### config.mk
export PLATFORM = sky130hd
export DESIGN_NAME = mbx_irq
export DESIGN_NICKNAME = d
export VERILOG_FILES = /design/src/rtl/mbx_pkg.sv /design/src/rtl/mbx_port_dec.sv /design/src/rtl/mbx_flag.sv /design/src/rtl/mbx_irq.sv
export SDC_FILE = /design/constraint.sdc
export NUM_CORES = 1
export LEC_CHECK = 0
export ABC_AREA = 1
export BUFFER_PORTS_ARGS = -buffer_cell sky130_fd_sc_hd__clkbuf_2
export CAP_MARGIN = 20
export CORE_AREA = 2 2 39 41
export DETAILED_ROUTE_END_ITERATION = 16
export DIE_AREA = 0 0 41 43
export PLACE_DENSITY = 0.63
export SYNTH_ARGS = -nofsm -noshare
export SYNTH_HDL_FRONTEND = slang
export SYNTH_SLANG_ARGS = --single-unit
### constraint.sdc
create_clock -name clk_i -period 0.85 [get_ports clk_i]
set_input_delay 0.17 -clock clk_i [delete_from_list [all_inputs] [get_ports clk_i]]
set_output_delay 0.17 -clock clk_i [all_outputs]
set_load 0.02 [all_outputs]
### src/rtl/mbx_pkg.sv
package mbx_pkg;
  typedef struct packed {
    logic ce_n;
    logic oe_n;
    logic rw;
    logic busy_n;
  } port_ctl_t;
endpackage

### src/rtl/mbx_port_dec.sv
module mbx_port_dec
  import mbx_pkg::*;
#(
  parameter int ADDR_W = 15,
  parameter logic [ADDR_W-1:0] OWN_MBX = '0,
  parameter logic [ADDR_W-1:0] PEER_MBX = '1
) (
  input  port_ctl_t         ctl_i,
  input  logic [ADDR_W-1:0] addr_i,
  output logic              set_peer_o,
  output logic              clr_own_o
);
  logic act;
  logic hit_own;
  logic hit_peer;

  always_comb begin
    act        = !ctl_i.ce_n && ctl_i.busy_n;
    hit_own    = (addr_i == OWN_MBX);
    hit_peer   = (addr_i == PEER_MBX);
    set_peer_o = act && !ctl_i.rw && hit_peer;
    clr_own_o  = act && !ctl_i.oe_n && hit_own;
  end
endmodule

### src/rtl/mbx_flag.sv
module mbx_flag (
  input  logic clk_i,
  input  logic rst_ni,
  input  logic set_i,
  input  logic clr_i,
  output logic int_no
);
  logic pend_q;

  always_ff @(posedge clk_i or negedge rst_ni) begin
    if (!rst_ni)    pend_q <= 1'b0;
    else if (set_i) pend_q <= 1'b1;
    else if (clr_i) pend_q <= 1'b0;
  end

  assign int_no = ~pend_q;


  set_wins_chk: assert property (@(posedge clk_i) disable iff (!rst_ni)
    set_i |=> !int_no);

  clr_drops_chk: assert property (@(posedge clk_i) disable iff (!rst_ni)
    (clr_i && !set_i) |=> int_no);

  hold_chk: assert property (@(posedge clk_i) disable iff (!rst_ni)
    (!set_i && !clr_i) |=> $stable(int_no));
endmodule

### src/rtl/mbx_irq.sv
module mbx_irq
  import mbx_pkg::*;
#(
  parameter int ADDR_W = 15
) (
  input  logic              clk_i,
  input  logic              rst_ni,
  input  logic              l_ce_ni,
  input  logic              l_oe_ni,
  input  logic              l_rw_i,
  input  logic              l_busy_ni,
  input  logic [ADDR_W-1:0] l_addr_i,
  input  logic              r_ce_ni,
  input  logic              r_oe_ni,
  input  logic              r_rw_i,
  input  logic              r_busy_ni,
  input  logic [ADDR_W-1:0] r_addr_i,
  output logic              l_int_no,
  output logic              r_int_no
);
  localparam int NPORT = 2;
  localparam logic [ADDR_W-1:0] L_MBX = {{(ADDR_W-1){1'b1}}, 1'b0};
  localparam logic [ADDR_W-1:0] R_MBX = {ADDR_W{1'b1}};

  port_ctl_t         ctl [NPORT];
  logic [ADDR_W-1:0] addr [NPORT];
  logic [NPORT-1:0]  set_peer;
  logic [NPORT-1:0]  clr_own;
  logic [NPORT-1:0]  int_n;

  always_comb begin
    ctl[0]  = '{ce_n: l_ce_ni, oe_n: l_oe_ni, rw: l_rw_i, busy_n: l_busy_ni};
    ctl[1]  = '{ce_n: r_ce_ni, oe_n: r_oe_ni, rw: r_rw_i, busy_n: r_busy_ni};
    addr[0] = l_addr_i;
    addr[1] = r_addr_i;
  end

  // Index 0 is left, 1 is right; each flag is raised by the opposite side.
  for (genvar i = 0; i < NPORT; i++) begin : g_port
    localparam logic [ADDR_W-1:0] OWN  = (i == 0) ? L_MBX : R_MBX;
    localparam logic [ADDR_W-1:0] PEER = (i == 0) ? R_MBX : L_MBX;

    mbx_port_dec #(
      .ADDR_W  (ADDR_W),
      .OWN_MBX (OWN),
      .PEER_MBX(PEER)
    ) u_dec (
      .ctl_i     (ctl[i]),
      .addr_i    (addr[i]),
      .set_peer_o(set_peer[i]),
      .clr_own_o (clr_own[i])
    );

    mbx_flag u_flag (
      .clk_i (clk_i),
      .rst_ni(rst_ni),
      .set_i (set_peer[NPORT-1-i]),
      .clr_i (clr_own[i]),
      .int_no(int_n[i])
    );
  end

  assign l_int_no = int_n[0];
  assign r_int_no = int_n[1];


  set_left_chk: assert property (@(posedge clk_i) disable iff (!rst_ni)
    (!r_ce_ni && !r_rw_i && r_busy_ni && r_addr_i == L_MBX) |=> !l_int_no);

  set_right_chk: assert property (@(posedge clk_i) disable iff (!rst_ni)
    (!l_ce_ni && !l_rw_i && l_busy_ni && l_addr_i == R_MBX) |=> !r_int_no);

  clr_right_chk: assert property (@(posedge clk_i) disable iff (!rst_ni)
    (!r_ce_ni && !r_oe_ni && r_busy_ni && r_addr_i == R_MBX &&
     !(!l_ce_ni && !l_rw_i && l_busy_ni && l_addr_i == R_MBX)) |=> r_int_no);

  busy_freeze_chk: assert property (@(posedge clk_i) disable iff (!rst_ni)
    (!l_busy_ni && !r_busy_ni) |=> ($stable(l_int_no) && $stable(r_int_no)));

  idle_hold_chk: assert property (@(posedge clk_i) disable iff (!rst_ni)
    (l_ce_ni && r_ce_ni) |=> ($stable(l_int_no) && $stable(r_int_no)));
endmodule

==> summary.md <==
| Metric | Value |
|---|---|
| CTS max path bufs | `2` |
| Vias in the first global route | `roughly 410` |
| Ys Warns | `0` |
| Hold crit path type | `in2reg` |
| Std-Cell Rows | `14` |
| F_max | `about 1100 MHz` |
| Layout Utilization | `0.4033` |
| Via-to-Cell Ratio | `between 3 and 4` |
| Seq/Total Area, Yosys | `0.1869` |
| WP data required | `about 0.7 ns` |
| Max rail drop VDD | `approximately 0.00033 V` |
| Post-Syn Nets | `89` |
| Period utilization | `1.119` |
| Setup Skew | `0 ns` |
| First-pass GRT wire length | `roughly 1300 um` |
| Status | `complete, but fails checks` |
| Max FFs per register | `2` |
| Area grow syn2layout | `108.4%` |
| Final GP Congestion | `just over 0.6` |
| Final Hold Fails | `0` |
| Largest net degree at the start of global routing | `3` |
| Setup violation total in the final timing report | `2` |
| Mapped cell area | `267.8 sq um` |
| Die area | `roughly 1800 sq um` |
| IO Port Bufs | `a little over 40` |
| Gr ovfl total | `0` |
| Synth cell types | `12` |
| Reg clk slew, reported paths | `0.03 ns` |
| Post-DRT Antenna Nets | `0` |
| Failing checks | `negative setup slack` |
| Worst-path fanout max | `2` |
| Top reg by flops | `g_port.u_flag.pend_q` |
| Leakage | `approximately 0.32 nW` |
| Largest registers | `g_port.u_flag.pend_q x2` |
| Worst Tran Pin Value | `~0.16 ns` |
| Max_slew headroom | `0.8903` |
| CTS sink cnt | `2` |
| TritonCTS clock tree | `yes` |
| # fillers | `between 150 and 200` |
| Final TNS setup | `-0.2001 ns` |
| ANT cells | `0` |
| Crit path kind | `reg2out` |
| Max_cap viols | `0` |
| Clk Latency, worst-skew pair | `around 0.22 ns` |
| Vias | `roughly 440` |
| NumNets Final | `between 100 and 150` |
| Total power | `0.0004343 W` |
| Final Non-Filler Cells | `112` |
| RSZ-0062 raised after global routing | `true` |
| Setup crit start kind | `flop` |
| Total Wirelength | `about 800 um` |
| Number of remaining DRC errors | `0` |
| #FFs+latches synth | `2` |
| Core area | `about 1400 sq um` |
| CP Capture Type | `output pin` |
| Initial antenna violation count | `0` |
| Final worst slack | `-0.1009 ns` |
| GRT Util Overall | `0.1174` |
| Die width | `a little over 40 um` |
| WL/cell | `slightly below 7 um` |
| Fraction of layout cells with a size suffix above 1 | `0.5417` |
| Drt pass-1 iters | `1` |
| Mapped Cells | `49` |
| H-tree levels | `1` |
| Worst endpoint data arrival time | `0.78 ns` |
| Inst Count DP | `~110` |
| Initial core utilization | `0.1935` |
| Count of pins over their slew limit | `0` |
| Minimum clock period after layout | `0.9509 ns` |
| Root Buffer | `clkbuf_4` |
| Power per standard cell area | `approximately 780 nW/um^2` |
| TritonCTS buffer count | `3` |
| DP HPWL | `730.8 um` |
| Syn_area_per_cell | `between 5 and 6 sq um` |
| Io pins | `between 40 and 50` |
| Number of DRC markers in iteration 0 | `0` |
| Die span in y | `43 um` |
## critical path: stages (launching register included)
cell and delay [ns]:
dfrtp_1 0.36, inv_1 0.06, clkbuf_8 0.13
## worst paths after layout
path	from	endpoint	slack (ns)	depth (start not counted)
worst max-delay path	g_port[0].u_flag.pend_q	l_int_no	-0.10	2
worst min-delay path	r_rw_i	g_port[0].u_flag.pend_q	0.23	4
worst max register to register	g_port[1].u_flag.pend_q	g_port[1].u_flag.pend_q	0.15	3
worst min register to register	g_port[0].u_flag.pend_q	g_port[0].u_flag.pend_q	0.56	3
max in group asynchronous	rst_ni	g_port[0].u_flag.pend_q	0.48	2
min in group asynchronous	rst_ni	g_port[1].u_flag.pend_q	0.27	2
## synthesized netlist by cell type, drive strengths merged
| cell type | instances | area (sq um) |
|---|---|---|
| and2 | 1 | 6.260 |
| dfrtp | 2 | 50.05 |
| inv | 6 | 22.52 |
| nand2 | 22 | 82.58 |
| nand3 | 2 | 10.01 |
| nand4 | 2 | 27.53 |
| nor2 | 12 | 52.55 |
| nor2b | 1 | 8.760 |
| nor3b | 1 | 7.510 |
## where the power goes
part / switching, W / internal [W] / leakage (nW)
combinational: 0.0000479 / 0.0000816 / 0.283
sequential: 0.0000000155 / 0.0000960 / 0.0280
clock: 0.0000532 / 0.000156 / 0.0138
## per-layer routing
layer,vias up,global-route usage,share of wire
met1,175,0.09615,0.34
met3,0,0.06283,0.099
met4,0,0.09333,0
met5,-,0,0
li1,242,-,-
met2,18,0.1906,0.56
## what timing repair did
action                                 CTS  global route
setup endpoints to repair                2             2
hold buffers                             1             0
gates cloned                             0             0
setup buffers                            2             0
endpoints found under the hold margin    2             0
gates resized for setup                  3             0
## final cells by class
type | count | area, sq um | share of cell area
Multi-Input combinational cell | 41 | 195.2 | 0.3498
Sequential cell | 2 | 50.05 | 0.08969
Clock buffer | 3 | 22.52 | 0.04036
Timing Repair Buffer | 44 | 247.7 | 0.4439
Inverter | 6 | 22.52 | 0.04036
Tap cell | 16 | 20.02 | 0.03587
## stage by stage
stage	cell area, sq um	hold WS [ns]	worst slack, ns
after floorplan	267.8	-0.1256	0.1605
after detailed placement	493.0	-0.04231	0.001573
after global routing	558.0	0.2566	-0.1414
final	558.0	0.2328	-0.1009
after global placement	493.0	-0.04256	0.02076
after CTS	558.0	0.2373	-0.1105
## placed cells by master, fill, tap and decap left out, drive strengths merged
cell         instances
nor3b                1
and2                 1
nor2b                1
nand3                2
buf                  2
nand2               22
nor2                12
dfrtp                2
clkbuf              44
dlygate4sd3          1
inv                  6
nand4                2
## cell families after synthesis
| group | after synthesis | synth area share |
|---|---|---|
| simple gates | 41 | 0.7290 |
| buf+inv | 6 | 0.08411 |
| flops | 2 | 0.1869 |
No activity file was read; power rests on OpenSTA's default activity.
